**src/rtl/simd_alu_pkg.sv**
```systemverilog
package simd_alu_pkg;
  localparam int DataW = 32;
  localparam int ByteW = 8;
  localparam int NumBytes = DataW / ByteW;
  localparam int HalfW = DataW / 2;

  typedef enum logic [3:0] {
    OP_ADD        = 4'd0,
    OP_SUB        = 4'd1,
    OP_ADD_SAT    = 4'd2,
    OP_SUB_SAT    = 4'd3,
    OP_ADDSUB     = 4'd4,
    OP_ADDSUB_SAT = 4'd5,
    OP_MIN        = 4'd6,
    OP_MAX        = 4'd7,
    OP_WIDEN_LO_U = 4'd8,
    OP_WIDEN_HI_U = 4'd9,
    OP_WIDEN_LO_S = 4'd10,
    OP_WIDEN_HI_S = 4'd11,
    OP_NARROW     = 4'd12,
    OP_NARROW_SAT = 4'd13
  } aluOpT;

  typedef enum logic [1:0] {
    LANES_1X32 = 2'd0,
    LANES_2X16 = 2'd1,
    LANES_4X8  = 2'd2,
    LANES_RSVD = 2'd3
  } laneModeT;

  typedef struct packed {
    logic cut16;
    logic cut8;
    logic arith;
    logic doSub;
    logic doSat;
    logic pair;
    logic doMin;
    logic doMax;
    logic unpack;
    logic unpackHigh;
    logic unpackSigned;
    logic pack;
    logic packSat;
  } ctrlT;
endpackage

```
**src/rtl/simd_alu_ctrl.sv**
```systemverilog
module simd_alu_ctrl
  import simd_alu_pkg::*;
(
  input  logic       clk,
  input  logic       rstN,
  input  logic       inValid,
  input  logic [3:0] opCode,
  input  logic [1:0] laneMode,
  output ctrlT       ctl,
  output logic       outValid
);
  always_comb begin
    ctl = '0;
    ctl.cut8  = (laneMode == LANES_4X8);
    ctl.cut16 = (laneMode == LANES_2X16) || (laneMode == LANES_4X8);
    case (opCode)
      OP_ADD:        ctl.arith = 1'b1;
      OP_SUB:        begin ctl.arith = 1'b1; ctl.doSub = 1'b1; end
      OP_ADD_SAT:    begin ctl.arith = 1'b1; ctl.doSat = 1'b1; end
      OP_SUB_SAT:    begin ctl.arith = 1'b1; ctl.doSub = 1'b1; ctl.doSat = 1'b1; end
      OP_ADDSUB:     ctl.pair = 1'b1;
      OP_ADDSUB_SAT: begin ctl.pair = 1'b1; ctl.doSat = 1'b1; end
      OP_MIN:        ctl.doMin = 1'b1;
      OP_MAX:        ctl.doMax = 1'b1;
      OP_WIDEN_LO_U: ctl.unpack = 1'b1;
      OP_WIDEN_HI_U: begin ctl.unpack = 1'b1; ctl.unpackHigh = 1'b1; end
      OP_WIDEN_LO_S: begin ctl.unpack = 1'b1; ctl.unpackSigned = 1'b1; end
      OP_WIDEN_HI_S: begin ctl.unpack = 1'b1; ctl.unpackHigh = 1'b1; ctl.unpackSigned = 1'b1; end
      OP_NARROW:     ctl.pack = 1'b1;
      OP_NARROW_SAT: begin ctl.pack = 1'b1; ctl.packSat = 1'b1; end
      default:       ;
    endcase
  end

  always_ff @(posedge clk) begin
    if (!rstN) outValid <= 1'b0;
    else       outValid <= inValid;
  end

  a_r2_valid_rise: assert property (@(posedge clk) disable iff (!rstN)
    inValid |=> outValid);
  a_r2_valid_fall: assert property (@(posedge clk) disable iff (!rstN)
    !inValid |=> !outValid);
endmodule

```
**src/rtl/simd_alu_dp.sv**
```systemverilog
module simd_alu_dp
  import simd_alu_pkg::*;
(
  input  logic             clk,
  input  logic             rstN,
  input  logic             inValid,
  input  ctrlT             ctl,
  input  logic [DataW-1:0] srcA,
  input  logic [DataW-1:0] srcB,
  output logic [DataW-1:0] resA,
  output logic [DataW-1:0] resB
);
  // Top byte index of the lane that byte i belongs to.
  function automatic int laneTop(int i, logic c16, logic c8);
    if (c8)  return i;
    if (c16) return i | 1;
    return NumBytes - 1;
  endfunction

  function automatic logic laneStart(int i, logic c16, logic c8);
    if (i == 0) return 1'b1;
    if (i == NumBytes / 2) return c16;
    return c8;
  endfunction

  function automatic logic [DataW-1:0] laneAdd(
    input logic [DataW-1:0] a, input logic [DataW-1:0] b, input logic sub,
    input logic c16, input logic c8, output logic [NumBytes-1:0] ovf);
    logic [DataW-1:0] bb;
    logic [DataW-1:0] r;
    logic [ByteW:0] t;
    logic c;
    bb = sub ? ~b : b;
    c = sub;
    r = '0;
    for (int i = 0; i < NumBytes; i++) begin
      if (laneStart(i, c16, c8)) c = sub;
      t = {1'b0, a[ByteW*i +: ByteW]} + {1'b0, bb[ByteW*i +: ByteW]} + (ByteW+1)'(c);
      r[ByteW*i +: ByteW] = t[ByteW-1:0];
      c = t[ByteW];
      ovf[i] = (a[ByteW*i+ByteW-1] == bb[ByteW*i+ByteW-1]) &&
               (t[ByteW-1] != a[ByteW*i+ByteW-1]);
    end
    return r;
  endfunction

  function automatic logic [DataW-1:0] laneSat(
    input logic [DataW-1:0] r, input logic [DataW-1:0] a,
    input logic [NumBytes-1:0] ovf, input logic c16, input logic c8);
    logic [DataW-1:0] o;
    logic neg;
    int t;
    for (int i = 0; i < NumBytes; i++) begin
      t = laneTop(i, c16, c8);
      neg = a[ByteW*t+ByteW-1];
      if (!ovf[t])     o[ByteW*i +: ByteW] = r[ByteW*i +: ByteW];
      else if (i == t) o[ByteW*i +: ByteW] = neg ? 8'h80 : 8'h7F;
      else             o[ByteW*i +: ByteW] = neg ? 8'h00 : 8'hFF;
    end
    return o;
  endfunction

  function automatic logic [ByteW-1:0] narrow(input logic [HalfW-1:0] h, input logic sat);
    if (sat && (h[HalfW-1:ByteW-1] != '0) && (h[HalfW-1:ByteW-1] != '1))
      return h[HalfW-1] ? 8'h80 : 8'h7F;
    return h[ByteW-1:0];
  endfunction

  logic [NumBytes-1:0] ovfSum, ovfDiff;
  logic [DataW-1:0] sumV, diffV, sumSel, diffSel, minV, maxV, unpV, packV;
  logic [DataW-1:0] nextA, nextB;
  logic [HalfW-1:0] unpSrc;

  always_comb begin
    sumV  = laneAdd(srcA, srcB, 1'b0, ctl.cut16, ctl.cut8, ovfSum);
    diffV = laneAdd(srcA, srcB, 1'b1, ctl.cut16, ctl.cut8, ovfDiff);
    sumSel  = ctl.doSat ? laneSat(sumV, srcA, ovfSum, ctl.cut16, ctl.cut8) : sumV;
    diffSel = ctl.doSat ? laneSat(diffV, srcA, ovfDiff, ctl.cut16, ctl.cut8) : diffV;
  end

  // Signed A<B per lane: sign of A-B corrected by its overflow.
  always_comb begin
    logic lt;
    int t;
    for (int i = 0; i < NumBytes; i++) begin
      t = laneTop(i, ctl.cut16, ctl.cut8);
      lt = diffV[ByteW*t+ByteW-1] ^ ovfDiff[t];
      minV[ByteW*i +: ByteW] = lt ? srcA[ByteW*i +: ByteW] : srcB[ByteW*i +: ByteW];
      maxV[ByteW*i +: ByteW] = lt ? srcB[ByteW*i +: ByteW] : srcA[ByteW*i +: ByteW];
    end
  end

  always_comb begin
    unpSrc = ctl.unpackHigh ? srcA[DataW-1:HalfW] : srcA[HalfW-1:0];
    for (int j = 0; j < 2; j++) begin
      unpV[HalfW*j +: HalfW] = {{ByteW{ctl.unpackSigned & unpSrc[ByteW*j+ByteW-1]}},
                                unpSrc[ByteW*j +: ByteW]};
      packV[ByteW*j +: ByteW]     = narrow(srcA[HalfW*j +: HalfW], ctl.packSat);
      packV[ByteW*(j+2) +: ByteW] = narrow(srcB[HalfW*j +: HalfW], ctl.packSat);
    end
  end

  always_comb begin
    if (ctl.pair)        nextA = sumSel;
    else if (ctl.arith)  nextA = ctl.doSub ? diffSel : sumSel;
    else if (ctl.doMin)  nextA = minV;
    else if (ctl.doMax)  nextA = maxV;
    else if (ctl.unpack) nextA = unpV;
    else if (ctl.pack)   nextA = packV;
    else                 nextA = '0;
    nextB = ctl.pair ? diffSel : '0;
  end

  always_ff @(posedge clk) begin
    if (!rstN) begin
      resA <= '0;
      resB <= '0;
    end else if (inValid) begin
      resA <= nextA;
      resB <= nextB;
    end
  end

  a_r5_second_port_idle: assert property (@(posedge clk) disable iff (!rstN)
    inValid && !ctl.pair |=> resB == '0);
  a_r4_pos_sat_stays_pos: assert property (@(posedge clk) disable iff (!rstN)
    inValid && ctl.arith && ctl.doSat && !ctl.doSub && !ctl.cut16 && !ctl.cut8 &&
    !srcA[DataW-1] && !srcB[DataW-1] |=> !resA[DataW-1]);
  a_r6_min_picks_source: assert property (@(posedge clk) disable iff (!rstN)
    inValid && ctl.doMin && !ctl.cut16 && !ctl.cut8 |=>
    (resA == $past(srcA)) || (resA == $past(srcB)));
  a_r7_zero_extend: assert property (@(posedge clk) disable iff (!rstN)
    inValid && ctl.unpack && !ctl.unpackSigned |=>
    (resA[HalfW-1:ByteW] == '0) && (resA[DataW-1:DataW-ByteW] == '0));
endmodule

```
**src/rtl/simd_alu.sv**
```systemverilog
module simd_alu
  import simd_alu_pkg::*;
(
  input  logic        clk,
  input  logic        rstN,
  input  logic        inValid,
  input  logic [3:0]  opCode,
  input  logic [1:0]  laneMode,
  input  logic [31:0] srcA,
  input  logic [31:0] srcB,
  output logic        outValid,
  output logic [31:0] resA,
  output logic [31:0] resB
);
  ctrlT ctl;

  simd_alu_ctrl ctrl_i (
    .clk(clk), .rstN(rstN), .inValid(inValid), .opCode(opCode),
    .laneMode(laneMode), .ctl(ctl), .outValid(outValid)
  );

  simd_alu_dp dp_i (
    .clk(clk), .rstN(rstN), .inValid(inValid), .ctl(ctl),
    .srcA(srcA), .srcB(srcB), .resA(resA), .resB(resB)
  );

  a_r1_reset_clear: assert property (@(posedge clk)
    !rstN |=> !outValid && resA == '0 && resB == '0);
endmodule

```
**config.mk**
```make
export PLATFORM = sky130hd
export DESIGN_NAME = simd_alu
export DESIGN_NICKNAME = d
export VERILOG_FILES = /design/src/rtl/simd_alu_pkg.sv /design/src/rtl/simd_alu_ctrl.sv /design/src/rtl/simd_alu_dp.sv /design/src/rtl/simd_alu.sv
export SDC_FILE = /design/constraint.sdc
export NUM_CORES = 1
export LEC_CHECK = 0
export BUFFER_PORTS_ARGS = -buffer_cell sky130_fd_sc_hd__buf_4
export CAP_MARGIN = 10
export CORE_MARGIN = 8
export CORE_UTILIZATION = 41
export DETAILED_ROUTE_END_ITERATION = 6
export GPL_TIMING_DRIVEN = 0
export HOLD_SLACK_MARGIN = 0.02
export PLACE_DENSITY = 0.67
export SYNTH_ARGS = -nofsm -noshare
export SYNTH_HDL_FRONTEND = slang
export SYNTH_SLANG_ARGS = --single-unit
```
**constraint.sdc**
```tcl
create_clock -name clk -period 21.4 [get_ports clk]
set_input_delay 3.21 -clock clk [delete_from_list [all_inputs] [get_ports clk]]
set_output_delay 3.21 -clock clk [all_outputs]
set_load 0.02 [all_outputs]
```
# --- After elaboration in Yosys (flattened, before gate mapping) ---
# Index checks and enable logic that the tools add are counted.
word_totals:
  register_bits: 65
  input_bits: 73
  output_inout_bits: 65
  word_cells: 248
op_classes:
  addsub: 23
  order_cmp: 8
  n_eq_ne: 38
  muxes: 138
  bitwise_logic: 7
  n_reduce_logical: 31
ops:
  columns: ["cell", "count"]
  rows:
  - ["2-to-1 mux 32 bit", 14]
  - ["2-to-1 mux 8 bit", 40]
  - ["adder 32 x 5 -> 32 bit, second input constant", 4]
  - ["less-than comparator 32 x 4 -> 1 bit, second input constant", 4]
  - ["less-than comparator 32 x 7 -> 1 bit, second input constant", 4]
  - ["subtractor 32 x 2 -> 32 bit, second input constant", 4]
  - ["equality test 3 x 32 -> 1 bit, first input constant", 2]
  - ["2-to-1 mux 1 bit", 59]
  - ["adder 8 x 8 -> 9 bit", 6]
  - ["binary-select mux 1 bit (select 5 bit)", 8]
  - ["adder 9 x 1 -> 9 bit", 4]
  - ["!= test 9 bit, second input constant", 4]
  - ["nonzero test 9 bit", 4]
  - ["equality test 2 x 32 -> 1 bit, first input constant", 1]
  - ["logical NOT 32 bit", 1]
  - ["inverter 32 bit", 1]
  - ["equality test 4 bit, second input constant", 6]
  - ["adder 8 x 1 -> 8 bit", 2]
  - ["adder 8 bit", 2]
  - ["binary-select mux 1 bit (select 2 bit)", 8]
  - ["equality test 4 x 3 -> 1 bit, second input constant", 4]
  - ["logical AND 1 bit", 16]
  - ["2-to-1 mux 16 bit", 1]
  - ["2-to-1 mux 2 bit", 8]
  - ["14 further kinds", 38]

# --- Depth between registers and ports, before layout ---
logic_depth:
  ltp_word: 20
  mapped_depth: 46
  mapped_depth_nobuf: 45

# --- Modules after synthesis ---
# Synthesis repeated with hierarchy kept, for this count alone.
unflattened:
  hier_cells: 1192
  area_unflattened_um2: 8660.8
modules_own_cells:
  columns: ["module", "instances", "cells_per_inst", "area_per_inst_um2", "seq_area_each_um2"]
  rows:
  - ["simd_alu_dp", 1, 1173, 8520.7, 1281.2]
  - ["simd_alu_ctrl", 1, 19, 140.1, 20.0]

# --- Worst setup path after synthesis ---
# No wires, ideal clock.
synth_path:
  kind: "input port to flip-flop"
  start: "input port srcB[2]"
  end: "register dp_i.resA[18]"
  setup_ns: 0.124
  arrival_time_ns: 12.034
  required_time_ns: 21.276
  path_slack_ns: 9.242
  cell_stages: 43
  n_path_buf: 1
  cell_sequence: "inv_1 -> ha_1 -> buf_2 -> nor2b_1 -> o21ai_0 -> a21boi_0 -> o21ai_0 -> nand2b_1 -> a21o_1 -> a211o_1 -> fa_1 -> fa_1 -> a21o_1 -> a21o_1 -> a21o_1 -> a21oi_1 -> nor2b_1 -> o21ai_0 -> [... 7 more ...] -> nor2_1 -> o21ai_0 -> nand2_1 -> fa_1 -> a21o_1 -> a21o_1 -> a21o_1 -> a21oi_1 -> o21bai_1 -> a21oi_1 -> fa_1 -> mux2_2 -> nor2_1 -> a21oi_1 -> xnor2_1 -> mux2_2 -> a221oi_1 -> a21oi_1"
synth_via:
  elab_chain_len: 20
  word_cells_on_any_way: 56
  classes_between: "9 x add/sub; 8 x eq/ne; 29 x mux; 2 x bitwise; 8 x reduce/logical"
synth_rtl:
  columns: ["item", "line", "rtl"]
  rows:
  - ["start: declaration", "simd_alu.sv:10", "input logic [31:0] srcB,"]
  - ["parallel branches: the longest is 19 deep, another holds adder 8 x 8 -> 9 bit", null, null]
  - ["2-to-1 mux 32 bit (*)", "simd_alu_dp.sv:104", "if (ctl.pair) nextA = sumSel;"]
  - ["end signal: assignment", "simd_alu_dp.sv:119", "resA <= nextA;"]
  - ["end: declaration", "simd_alu_dp.sv:10", "output logic [DataW-1:0] resA,"]
# Mark *: on every way between the ends. The select of a mux whose other input is x is not followed.
# A chain may end at the register's enable or synchronous reset.

# --- Final worst setup path ---
# Ends and elaborated chain as after synthesis.

==> results.md <==
* Largest net degree at the start of global routing at 13
* First-pass GRT wire length at 52,600 um
* First-pass detailed-route iteration total at 5
* CTS Buf Count at 9
* Class of the most critical setup path: primary input to flop
* Worst hold endpoint: dp_i.resA[27]$_SDFFE_PN0P_
* Yosys Warn Count at 0
* Final Wtd Congestion at 1.02
* Total congestion overflow at 0
* Switching Power at 0.226 mW
* Max-cap violation count at 0
* DR vias/cell at 5.98
* # IOs at 138
* RR Startpoint: dp_i.resA[7]$_SDFFE_PN0P_
* Minimum clock period at 13.76 ns
* Logic pwr share at 0.470
* Detailed Place HPWL at 28,700 um
* Clk sinks at 65
* Leakage at 4.10 nW
* Most frequent cells in the layout: buf_4 (140), a21oi_1 (115), nor2_1 (93), o21ai_0 (84), nand2_1 (74)
* Post_cts resized at 0
* Internal at roughly 0.32 mW
* Unique masters post-synth at 74
* Fillcell total at between 1,500 and 2,000
* Final Max Tran Viols at 0
* Slew at the pin closest to its max-slew limit at 1.25 ns
* RSZ-0062 raised after global routing: no
* Post-synth EDFFs at 0
* Final setup TNS at 0 ns
* Pre-CTS WS at roughly 7.5 ns
* Final setup viols at 0
* Synthesized area at 7920 sq um
* Skew-Pair Late Insertion Delay at 0.34 ns
* Sequential share of the synthesized area at 0.164
* Multi-input logic area at 6130 sq um
* Via Count at 8,881
* CTS tree: built
* Register area at 1300 sq um
* GRT Resource Usage Total at 0.288
* Commonest non-fill, non-tap cell in the layout: buf_4
* Required time worst endpoint at 21.62 ns
* FP Rows at 51
* Initial Util at 0.412
* Depth of the most critical reg-to-reg path at 4
* Worst VDD drop at 36.5 uV
* Initial antenna violation count at 0
* Final setup skew at 0 ns
* Post-Layout Cell Count at 1,484
* Main flop type after synthesis: dfxtp_1
* R2R setup slack at 20.47 ns
* Post-route ant nets at 0
* Drc violations at 0
* Slowest CP cell: xnor2_1
* Core Area at 19,200 sq um
* Status: finished, final reports clean
* Critical Path End Type: flop
* PwrDens at 56.7 nW/um^2
* Root Driver: clkbuf_16
* Die Ht at roughly 150 um
* Avg Inst Size Synth at 7.43 sq um
* Total Die Area at ~24,000 sq um
* Post-CTS setup buffer count at 0
* Final WL at 35,400 um
* Synth async-reset ratio at 0
* Final worst path period share at 0.643
* Diode count at 0
* Routed len/inst at roughly 24 um
* Max-slew headroom at 0.166
* Hold Startpoint: dp_i.resA[27]$_SDFFE_PN0P_
* #FFs+latches synth at 65
* CP max stage delay at 0.90 ns
* Startpoint types: primary input
* I/O Buffers at 136
* # hold bufs at CTS at 0
* Share of cells above drive strength 1 at 0.168
* Vias in the first global route at 8,767
* Worst setup margin at 7.64 ns
* Clock slew at reported path FFs at 0.06 ns
* Final Hold Fails at 0
* Crit path top cell by count: a21o_1
* Syn_nets at approximately 1,200
* Post-Syn Instances at 1,066
* Die width at 155 um
* Nets at 1,361
* Dpl cells at approximately 1,500
* Hold path depth at 2
* Max frequency at 72.7 MHz
* Switching part of the total at 0.415
* Area growth, synth to finish at 21.1%
* R2R Path End: dp_i.resA[7]$_SDFFE_PN0P_
* Clk pwr share at 0.287
* HP Class: flop to flop
* DRT iter0 DRCs at 871
* CP max FO at 8
* Worst EP arrival at 13.97 ns
* Seq pwr share at 0.244
* CTS H-Tree Depth at 3
* Max clock buf depth at 2
-- state kept, by name (all words and copies together), names as in the netlist --
name / count
ctrl_i.outValid: 1
dp_i.resB: 32
dp_i.resA: 32
-- layout make-up --
cell class,count,area share
buffer,63,0.0269
clock buffer,10,0.0249
inverter,61,0.0239
sequential,65,0.136
clock inverter,6,0.00705
multi-input combinational,877,0.639
timing repair buffer,137,0.107
tap,265,0.0346
-- power by group through the flow --
stage,logic [mW],registers (mW),clock network [mW]
2_1_floorplan,0.150,0.142,0
3_3_place_gp,0.249,0.135,0
3_5_place_dp,0.249,0.135,0
4_1_cts,0.250,0.132,0.158
5_1_grt,0.273,0.133,0.163
6_report,0.255,0.132,0.156
-- per-layer routing --
metal | vias to the layer above | global-route usage | wire (um)
met5 | - | 0 | 0
met3 | 77 | 0.0516 | 2660
met4 | 0 | 0.135 | 1650
li1 | 4171 | - | -
met1 | 4231 | 0.366 | 15100
met2 | 402 | 0.466 | 16000
-- cells by family (layout without fill, tap and decap cells) --
logic type                 count (synthesis)  after routing  synth area share
xor gates and xnor gates                  47             47            0.0520
adders and majority gates                 74             74             0.131
muxes                                     50             50            0.0650
DFF                                       65             65             0.164
and+or+nand+nor                          314            314             0.197
buffers and inverters                    124            277            0.0615
AOI/OAI and AO/OA                        392            392             0.329
-- worst max-delay path by stage --
stage / from / endpoint
global route: srcB[2] / dp_i.resA[18]$_SDFFE_PN0P_
CTS: srcB[2] / dp_i.resA[18]$_SDFFE_PN0P_
finish: srcB[2] / dp_i.resA[18]$_SDFFE_PN0P_
global placement: srcB[2] / dp_i.resA[18]$_SDFFE_PN0P_
floorplan: srcB[2] / dp_i.resA[18]$_SDFFE_PN0P_
detailed placement: srcB[2] / dp_i.resA[18]$_SDFFE_PN0P_
-- through the flow --
stage          cell area (sq um)  utilization  hold slack [ns]  total power [mW]
2_1_floorplan               7920            -            0.550             0.292
3_3_place_gp                9270        0.483            0.465             0.384
3_5_place_dp                9280        0.483            0.469             0.383
4_1_cts                     9580        0.499            0.478             0.540
5_1_grt                     9580        0.499            0.485             0.569
6_report                    9580        0.499            0.475             0.543
-- cells in the mapped netlist (all sizes together), types with 8 or more instances --
cell type  number  area share
a21oi         115       0.073
nor2           93       0.044
o21ai          86       0.055
nand2          74       0.035
dfxtp          65        0.16
inv            61       0.029
ha             59       0.093
clkbuf         51       0.024
mux2i          39       0.049
nor2b          38       0.030
xnor2          38       0.042
a21o           25       0.024
nand3          19       0.012
nand2b         16       0.013
nor3           16       0.011
a221oi         15       0.017
fa             15       0.038
o221ai         15       0.017
a31oi          14       0.013
o21a           14       0.013
o221a          14       0.020
a22oi          13       0.012
and2           13       0.010
buf            12      0.0082
a21boi         11       0.010
mux2           11       0.016
o21bai         11       0.010
a211oi         10       0.012
xor2            9       0.010
nor4            8      0.0090
o211ai          8      0.0089
o31ai           8      0.0076
-- critical path, delay by kind of cell --
family,cells,cell delay (ns)
mux,2,0.84
buf+inv,3,0.38
xor+xnor,1,0.90
compound gates,24,4.69
simple gates,7,0.88
fa+ha+maj,7,3.06
Note: power is estimated with default switching activity, not from simulation.
